$ cat config.mk
export PLATFORM = sky130hd
export DESIGN_NAME = cp_imm_alu
export DESIGN_NICKNAME = d
export VERILOG_FILES = /design/src/rtl/cp_alu_pkg.sv /design/src/rtl/cp_alu_decode.sv /design/src/rtl/cp_alu_exec.sv /design/src/rtl/cp_imm_alu.sv
export SDC_FILE = /design/constraint.sdc
export NUM_CORES = 1
export LEC_CHECK = 0
export ABC_CLOCK_PERIOD_IN_PS = 8100
export BUFFER_PORTS_ARGS = -buffer_cell sky130_fd_sc_hd__buf_2
export CORE_MARGIN = 5
export CORE_UTILIZATION = 43
export CTS_CLUSTER_SIZE = 8
export DETAILED_ROUTE_END_ITERATION = 10
export GPL_ROUTABILITY_DRIVEN = 0
export PLACE_DENSITY_LB_ADDON = 0.08
export SLEW_MARGIN = 40
export SYNTH_ARGS = -nofsm -noshare
export SYNTH_HDL_FRONTEND = slang
export SYNTH_HIERARCHICAL = 1
export SYNTH_SLANG_ARGS = --single-unit
$ cat constraint.sdc
create_clock -name clk -period 8.1 [get_ports clk]
set_clock_uncertainty 0.05 [all_clocks]
set_input_delay 0.405 -clock clk [delete_from_list [all_inputs] [get_ports clk]]
set_output_delay 0.405 -clock clk [all_outputs]
set_load 0.1 [all_outputs]
$ cat src/rtl/cp_alu_pkg.sv
package cp_alu_pkg;

  localparam int INSTR_W = 32;
  localparam int SEL_W   = 5;
  localparam int REG_W   = 5;
  localparam int IMM_W   = 16;

  typedef enum logic [SEL_W-1:0] {
    OP_NONE  = 5'h00,
    OP_ADD   = 5'h01,
    OP_ADDC  = 5'h02,
    OP_SUB   = 5'h03,
    OP_SUBB  = 5'h04,
    OP_AND   = 5'h05,
    OP_OR    = 5'h06,
    OP_XOR   = 5'h07,
    OP_INV   = 5'h08,
    OP_SLL   = 5'h09,
    OP_SRL   = 5'h0a,
    OP_SRA   = 5'h0b,
    OP_ROL   = 5'h0c,
    OP_MUL8  = 5'h0d,
    OP_MINU  = 5'h0e,
    OP_MAXU  = 5'h0f,
    OP_CMP   = 5'h10,
    OP_MOV   = 5'h11,
    OP_REG2  = 5'h13,
    OP_MSB   = 5'h14
  } alu_op_e;

  localparam logic [5:0] LONG_OPC_BASE = 6'h30;

  localparam logic [1:0] CMP_EQ = 2'd0;
  localparam logic [1:0] CMP_LT = 2'd1;
  localparam logic [1:0] CMP_GT = 2'd2;

endpackage

$ cat src/rtl/cp_alu_decode.sv
module cp_alu_decode
  import cp_alu_pkg::*;
#(
  parameter int DATA_W = 32
) (
  input  logic [INSTR_W-1:0] instr,
  input  logic [DATA_W-1:0]  src2_val,
  output alu_op_e            op,
  output logic               writes,
  output logic [REG_W-1:0]   dst,
  output logic [DATA_W-1:0]  opnd_b
);

  localparam int PAD_W = DATA_W - IMM_W;

  logic [5:0]        top6;
  logic [SEL_W-1:0]  opc5;
  logic [SEL_W-1:0]  sub5;
  logic [DATA_W-1:0] imm_ext;
  logic [4:0]        mov_shift;

  assign top6      = instr[31:26];
  assign opc5      = instr[31:27];
  assign sub5      = instr[4:0];
  assign imm_ext   = {{PAD_W{1'b0}}, instr[15:0]};
  assign mov_shift = instr[25:21];

  function automatic logic common_op(input logic [SEL_W-1:0] s);
    return (s >= 5'h01) && (s <= 5'h11);
  endfunction

  always_comb begin
    op     = OP_NONE;
    writes = 1'b0;
    dst    = instr[20:16];
    opnd_b = imm_ext;
    if (top6 < LONG_OPC_BASE) begin
      if (opc5 == OP_REG2) begin
        dst    = instr[15:11];
        opnd_b = src2_val;
        if (common_op(sub5) || (sub5 == OP_MSB)) begin
          op     = alu_op_e'(sub5);
          writes = 1'b1;
        end
      end else if (common_op(opc5)) begin
        op     = alu_op_e'(opc5);
        writes = 1'b1;
        if (opc5 == OP_MOV) begin
          opnd_b = imm_ext << mov_shift;
        end
      end
    end
  end

endmodule

$ cat src/rtl/cp_alu_exec.sv
module cp_alu_exec
  import cp_alu_pkg::*;
#(
  parameter int DATA_W = 32,
  parameter int MUL_W  = 8
) (
  input  alu_op_e            op,
  input  logic [DATA_W-1:0]  opnd_a,
  input  logic [DATA_W-1:0]  opnd_b,
  input  logic               flag_in,
  output logic [DATA_W-1:0]  result,
  output logic               flag_out,
  output logic               flag_we
);

  localparam int SH_W   = $clog2(DATA_W);
  localparam int PROD_W = 2 * MUL_W;

  logic [DATA_W:0]       sum_w;
  logic [DATA_W:0]       dif_w;
  logic [DATA_W:0]       cin_w;
  logic [SH_W-1:0]       amt;
  logic [2*DATA_W-1:0]   rot_w;
  logic [PROD_W-1:0]     prod;
  logic [DATA_W-1:0]     msb_idx;
  logic [1:0]            cmp_code;

  assign amt   = opnd_b[SH_W-1:0];
  assign cin_w = {{DATA_W{1'b0}}, flag_in & ((op == OP_ADDC) | (op == OP_SUBB))};
  assign sum_w = {1'b0, opnd_a} + {1'b0, opnd_b} + cin_w;
  assign dif_w = {1'b0, opnd_a} - {1'b0, opnd_b} - cin_w;
  assign rot_w = {opnd_a, opnd_a} << amt;
  assign prod  = opnd_a[MUL_W-1:0] * opnd_b[MUL_W-1:0];

  always_comb begin
    msb_idx = '0;
    for (int i = 0; i < DATA_W; i++) begin
      if (opnd_b[i]) msb_idx = DATA_W'(i);
    end
  end

  always_comb begin
    if (opnd_a == opnd_b)     cmp_code = CMP_EQ;
    else if (opnd_a < opnd_b) cmp_code = CMP_LT;
    else                      cmp_code = CMP_GT;
  end

  always_comb begin
    result   = '0;
    flag_out = flag_in;
    flag_we  = 1'b0;
    unique case (op)
      OP_ADD, OP_ADDC: begin
        result   = sum_w[DATA_W-1:0];
        flag_out = sum_w[DATA_W];
        flag_we  = 1'b1;
      end
      OP_SUB, OP_SUBB: begin
        result   = dif_w[DATA_W-1:0];
        flag_out = dif_w[DATA_W];
        flag_we  = 1'b1;
      end
      OP_AND:  result = opnd_a & opnd_b;
      OP_OR:   result = opnd_a | opnd_b;
      OP_XOR:  result = opnd_a ^ opnd_b;
      OP_INV:  result = ~opnd_b;
      OP_SLL:  result = opnd_a << amt;
      OP_SRL:  result = opnd_a >> amt;
      OP_SRA:  result = DATA_W'($signed(opnd_a) >>> amt);
      OP_ROL:  result = rot_w[2*DATA_W-1:DATA_W];
      OP_MUL8: result = {{(DATA_W-PROD_W){1'b0}}, prod};
      OP_MINU: result = (opnd_a < opnd_b) ? opnd_a : opnd_b;
      OP_MAXU: result = (opnd_a > opnd_b) ? opnd_a : opnd_b;
      OP_CMP:  result = {{(DATA_W-2){1'b0}}, cmp_code};
      OP_MOV:  result = opnd_b;
      OP_MSB:  result = msb_idx;
      default: result = '0;
    endcase
  end

endmodule

$ cat src/rtl/cp_imm_alu.sv
module cp_imm_alu
  import cp_alu_pkg::*;
#(
  parameter int DATA_W = 32,
  parameter int MUL_W  = 8
) (
  input  logic                clk,
  input  logic                rst,
  input  logic                in_valid,
  input  logic [INSTR_W-1:0]  instr,
  input  logic [DATA_W-1:0]   src1_val,
  input  logic [DATA_W-1:0]   src2_val,
  output logic                out_wen,
  output logic [REG_W-1:0]    out_dst,
  output logic [DATA_W-1:0]   out_result
);

  alu_op_e            dec_op;
  logic               dec_writes;
  logic [REG_W-1:0]   dec_dst;
  logic [DATA_W-1:0]  dec_b;
  logic [DATA_W-1:0]  ex_result;
  logic               ex_flag;
  logic               ex_flag_we;
  logic               carry_q;

  cp_alu_decode #(.DATA_W(DATA_W)) u_decode (
    .instr    (instr),
    .src2_val (src2_val),
    .op       (dec_op),
    .writes   (dec_writes),
    .dst      (dec_dst),
    .opnd_b   (dec_b)
  );

  cp_alu_exec #(.DATA_W(DATA_W), .MUL_W(MUL_W)) u_exec (
    .op       (dec_op),
    .opnd_a   (src1_val),
    .opnd_b   (dec_b),
    .flag_in  (carry_q),
    .result   (ex_result),
    .flag_out (ex_flag),
    .flag_we  (ex_flag_we)
  );

  always_ff @(posedge clk) begin
    if (rst) begin
      out_wen    <= 1'b0;
      out_dst    <= '0;
      out_result <= '0;
      carry_q    <= 1'b0;
    end else begin
      out_wen <= in_valid & dec_writes;
      if (in_valid && dec_writes) begin
        out_dst    <= dec_dst;
        out_result <= ex_result;
        if (ex_flag_we) carry_q <= ex_flag;
      end
    end
  end

endmodule

* Yosys cells after proc, flatten, opt, wreduce, memory -nomap -nowiden *
Index checks and enable logic that the tools add are counted.

word-level totals
  register bits = 39
  latch bits = 0
  RAM bits = 0
  bits in read-only memories = 0
  input bits = 99
  output and inout bits = 38
  memories = 0

cells by class
  add/sub/neg operators = 4
  multipliers = 1
  divide/modulo/power cells = 0
  magnitude comparators = 7
  eq/ne operators = 22
  shift operators = 5
  mux-type cells = 52
  bitwise logic cells = 7
  reductions and logical operators = 9

operators with widths
  kind                                           count
  case mux 32 bit (16 select lines)              1
  2-to-1 mux 32 bit                              6
  2-to-1 mux 5 bit                               22
  << shifter 64 x 5 -> 64 bit                    1
  == test 5 x 4 -> 1 bit, second input constant  8
  adder 32 x 32 -> 33 bit                        1
  adder 33 x 1 -> 33 bit                         1
  subtractor 32 x 32 -> 33 bit                   1
  subtractor 33 x 1 -> 33 bit                    1
  bitwise AND 32 bit                             1
  == test 32 bit                                 1
  > comparator 32 bit                            1
  < comparator 32 bit                            1
  2-to-1 mux 4 bit                               8
  NOT 32 bit                                     1
  OR 32 bit                                      1
  << shifter 16 x 5 -> 32 bit                    1
  << shifter 32 x 5 -> 32 bit                    1
  >> shifter 32 x 5 -> 32 bit                    1
  >>> shifter 32 x 5 -> 32 bit                   1
  XOR 32 bit                                     1
  == test 5 bit, second input constant           6
  == test 5 x 3 -> 1 bit, second input constant  4
  multiplier 8 x 8 -> 16 bit                     1
  17 further kinds                               35

* Longest topological paths before layout *
  depth after elaboration = 37
  depth in mapped cells = 31
  mapped depth without buffers = 27

* Cells and area by module *
Netlist, hierarchy kept.

modules (own cells, without submodules)
  module         times used  cells an instance  area each (um2)
  cp_alu_exec    1           1947               13723.2
  cp_alu_decode  1           260                1744.2
  cp_imm_alu     1           176                1662.8

* Least setup slack after synthesis *
No wires, ideal clock.

  path type = input to register
  from = in instr[22]
  to = reg out_result[14]
  setup time = 0.132 ns
  arrival = 6.823 ns
  required time = 7.918 ns
  slack = 1.095 ns
  cell stages on the path = 30
  buffers on the path = 7
  cell sequence = buf_6 buf_12 buf_2 nor3b_2 mux2i_1 o21ai_0 clkbuf_1 clkbuf_1 clkbuf_1 clkbuf_1 nand2_1 fa_1 fa_1 inv_1 fa_1 inv_1 fa_1 inv_1 ha_1 nand3_1 o211ai_1 o41ai_1 nor2_1 nor3_1 o21ai_0 xor2_1 a22oi_1 o311ai_0 nand3_1 a21oi_1

between the ends
  longest elaborated chain between the ends = 8

RTL lines
  element                                               RTL line             source
  start, declared                                       cp_imm_alu.sv:10     input logic [INSTR_W-1:0] instr,
  << shifter 16 x 5 -> 32 bit (*)                       cp_alu_decode.sv:49  opnd_b = imm_ext << mov_shift;
  2-to-1 mux 32 bit (*)                                 cp_alu_decode.sv:48  if (opc5 == OP_MOV) begin
  2-to-1 mux 32 bit (*)                                 cp_alu_decode.sv:45  end else if (common_op(opc5)) begin
  2-to-1 mux 32 bit (*)                                 cp_alu_decode.sv:38  if (opc5 == OP_REG2) begin
  2-to-1 mux 32 bit (*)                                 cp_alu_decode.sv:37  if (top6 < LONG_OPC_BASE) begin
  named net dec_b[4]                                    cp_imm_alu.sv:21     logic [DATA_W-1:0] dec_b;
  subtractor 32 x 32 -> 33 bit (tied with other cells)  cp_alu_exec.sv:31    assign dif_w = {1'b0, opnd_a} - {1'b0, opnd_b} - cin_w;
  subtractor 33 x 1 -> 33 bit (tied with other cells)   cp_alu_exec.sv:31
  case mux 32 bit (16 select lines) (*)                 cp_alu_exec.sv:52    unique case (op)
  named net ex_result[14]                               cp_imm_alu.sv:22     logic [DATA_W-1:0] ex_result;
  end signal, assigned                                  cp_imm_alu.sv:56     out_result <= ex_result;
  end, declared                                         cp_imm_alu.sv:15     output logic [DATA_W-1:0] out_result

Mark *: on every way through the listed nets, which the timed path passes. The rest lies on a longest branch.
A chain may end at the register's enable or synchronous reset.

* Worst setup path after layout *
  from = in instr[31]
  to = reg out_result[14]

RTL lines
  element                                                        RTL line                                  source
  >= comparator 5 x 1 -> 1 bit (tied with other cells)           cp_alu_decode.sv:29                       return (s >= 5'h01) && (s <= 5'h11);
  logical AND 1 bit / 2-to-1 mux 32 bit (equally long branches)  cp_alu_decode.sv:29, cp_alu_decode.sv:48
  2-to-1 mux 32 bit                                              cp_alu_decode.sv:45
  2-to-1 mux 32 bit                                              cp_alu_decode.sv:38
  2-to-1 mux 32 bit (*)                                          cp_alu_decode.sv:37
  named net dec_b[3]                                             cp_imm_alu.sv:21
  subtractor 32 x 32 -> 33 bit (tied with other cells)           cp_alu_exec.sv:31
  subtractor 33 x 1 -> 33 bit (tied with other cells)            cp_alu_exec.sv:31
  case mux 32 bit (16 select lines) (*)                          cp_alu_exec.sv:52
  named net ex_result[14]                                        cp_imm_alu.sv:22

Marks and branches as above.

==> reports/results.txt <==
Die Y -> 210 um
syn nets -> 2,717
# DRC -> 0
setup_tns -> 0 ns
Filler cells -> 4,123
DR vias/cell -> 6.78
WL final -> 79,200 um
Worst-Skew Late Latency -> 0.28 ns
FMAX -> 140 MHz
Post-Syn Instances -> 2,383
Yosys cell types -> 98
number of global-route vias before repair -> 18,700
I/O Pins -> 137
register area share after synthesis -> 0.0456
IO buf count -> 135
CTS root buf -> clkbuf_16
Pwr per Cell Area -> 119 nW/um^2
Synth top cells by count -> 282 x nor2_1, 228 x a21oi_1, 195 x ha_1
Placement Setup Slack -> 0.921 ns
crit-path leading delay family -> adder cells
nature of the critical path startpoint -> input port
flops & latches, synth -> 39
Synth Warn # -> 6
Via Count -> 19,900
unrepaired setup endpoints after global routing -> no
routed len/inst -> 27.0 um
CP arrival -> 7.28 ns
GRT overflow -> 0
Rel. slew slack -> 0.376
CTS Buf Count -> 5
status -> finished clean
WHS -> 0.506 ns
initial drt markers -> 2,833
CP Buf/Inv Count -> 5
top cells by area, synth -> ha_1 14%, mux4_2 8.3%, a21oi_1 6.7%, nor2_1 6.2%, mux2i_1 4.8%
Horiz. Die Dim -> 210 um
Final Setup Violations -> 0
clock sinks -> 39
cell area after layout -> 18,400 sq um
measured slew at the worst slew-check pin -> 0.925 ns
Final nets -> 2,743
DIE AREA -> 43,900 sq um
Crit path required time -> 8.25 ns
ys async rst share -> 0
most frequent cell on the critical path -> fa_1
most frequent cell after synthesis -> nor2_1
Final Slew Violations -> 0
Yosys top cell by area -> ha_1
placed wire-length estimate -> 62,300 um
max incr delay on CP -> 0.55 ns
Main synth FF type -> dfxtp_1
period utilisation layout -> 0.880
CTS tree -> yes
global-route usage over all layers -> 0.343
Final Hold Viols -> 0
Crit-path slowest cell -> fa_1
Clk pin slew, worst setup/hold paths -> 0.06 ns
placed instance area -> 18,200 sq um
largest net degree at the start of global routing -> 77
Setup CP Type -> in -> reg
initial antenna violation count -> 2
Synth-to-Final Area Change -> 7.36%
ANT nets after route -> 0
setup ws final -> 0.971 ns
Longest Clk Path Bufs -> 2
PostCTS Resize Cnt -> 0
share of cells above drive strength 1 -> 0.152
critical path endpoint category -> register
number of cell rows -> 73
final critical-path required period -> 7.13 ns
max-cap violations -> 0
first-pass GRT wire length -> 118,000 um
DR pass1 iterations -> 6
CTS H-Tree Depth -> 2
VDD IR-drop max -> 0.181 mV
Syn Std Cell Area -> 17,100 sq um
Synth top area share -> 0.142
HP Class -> in -> reg
Post-CTS Setup Repair Bufs -> 0
Initial Util -> 0.433
core area -> 39,500 sq um
leakage -> 7.89 nW
Crit Path Max Fanout -> 11
mean post-synth cell area -> 7.19 sq um
EDFF count, synth -> 0
Hold Buf Count CTS -> 0
-- cells in the final DEF (no fill, tap or decap), types with 83 or more instances in the layout --
cell type,count
ha_1,195
buf_2,135
mux2i_1,83
a21oi_1,226
nand2_1,180
o21ai_0,116
nand3_1,97
inv_1,174
nor2_1,280
-- final cells by class --
cell class | count | area, sq um | area share
Sequential cell | 39 | 781 | 0.0425
Clock inverter | 1 | 5.00 | 0.000272
Multi-Input combinational cell | 1985 | 15000 | 0.814
Antenna cell | 2 | 5.00 | 0.000272
Tap cell | 525 | 657 | 0.0357
Timing Repair Buffer | 198 | 1150 | 0.0625
Inverter | 180 | 678 | 0.0369
Clock buffer | 6 | 139 | 0.00755
-- sequential cells by signal, indices dropped and copies added (netlist names) --
name / count
out_result: 32
out_dst: 5
carry_q: 1
out_wen: 1
-- cells by family (layout without fill, tap and decap cells) --
family,Yosys count,count (layout),share of synthesized area
simple gates,765,765,0.205
flops,39,39,0.0456
other cells,0,2,0
compound gates,767,767,0.304
xor+xnor,52,52,0.0266
mux,166,166,0.146
fa+ha+maj,235,235,0.189
buf+inv,359,385,0.0847
-- power by group --
group / internal (mW) / leakage [nW] / switching, mW
Sequential: 0.205 / 0.318 / 0.00561
Clock: 0.120 / 0.0727 / 0.0752
Combinational: 0.622 / 7.49 / 1.17
-- worst paths after layout --
kind / from / end / slack [ns] / depth (start not counted)
max: instr[31] / out_result[14]$_SDFFE_PP0P_ / 0.97 / 27
min: instr[20] / out_dst[4]$_SDFFE_PP0P_ / 0.51 / 5
max reg2reg: carry_q$_SDFFE_PP0P_ / out_result[22]$_SDFFE_PP0P_ / 3.30 / 17
min reg2reg: out_dst[3]$_SDFFE_PP0P_ / out_dst[3]$_SDFFE_PP0P_ / 0.52 / 2
-- stage by stage --
step / cells / power (mW) / util
2_1_floorplan: 2383 / 1.42 / -
3_3_place_gp: 2927 / 1.94 / 0.461
6_report: 2936 / 2.19 / 0.465
5_1_grt: 2934 / 2.34 / 0.465
4_1_cts: 2934 / 2.16 / 0.465
3_5_place_dp: 2927 / 1.95 / 0.461
-- worst reg2reg max path, cell delays in order (launching register included) --
cell,delay [ns]
dfxtp_1,0.53
nand4_1,0.29
inv_1,0.14
fa_1,0.46
ha_1,0.22
nor2_1,0.14
fa_1,0.24
nand2b_1,0.10
a31o_2,0.32
a211oi_1,0.57
o211ai_1,0.25
nand2_1,0.14
xnor2_1,0.12
a2111oi_0,0.47
o31ai_1,0.13
a221o_1,0.33
nand3_1,0.09
a21oi_1,0.07
-- layer usage --
layer,GRT usage,up-vias,share of wire
met5,0,-,0
met4,0.196,0,0.076
met3,0.0791,313,0.11
met2,0.538,1324,0.43
met1,0.435,9451,0.38
li1,-,8825,-
(Power assumes the default switching activity.)
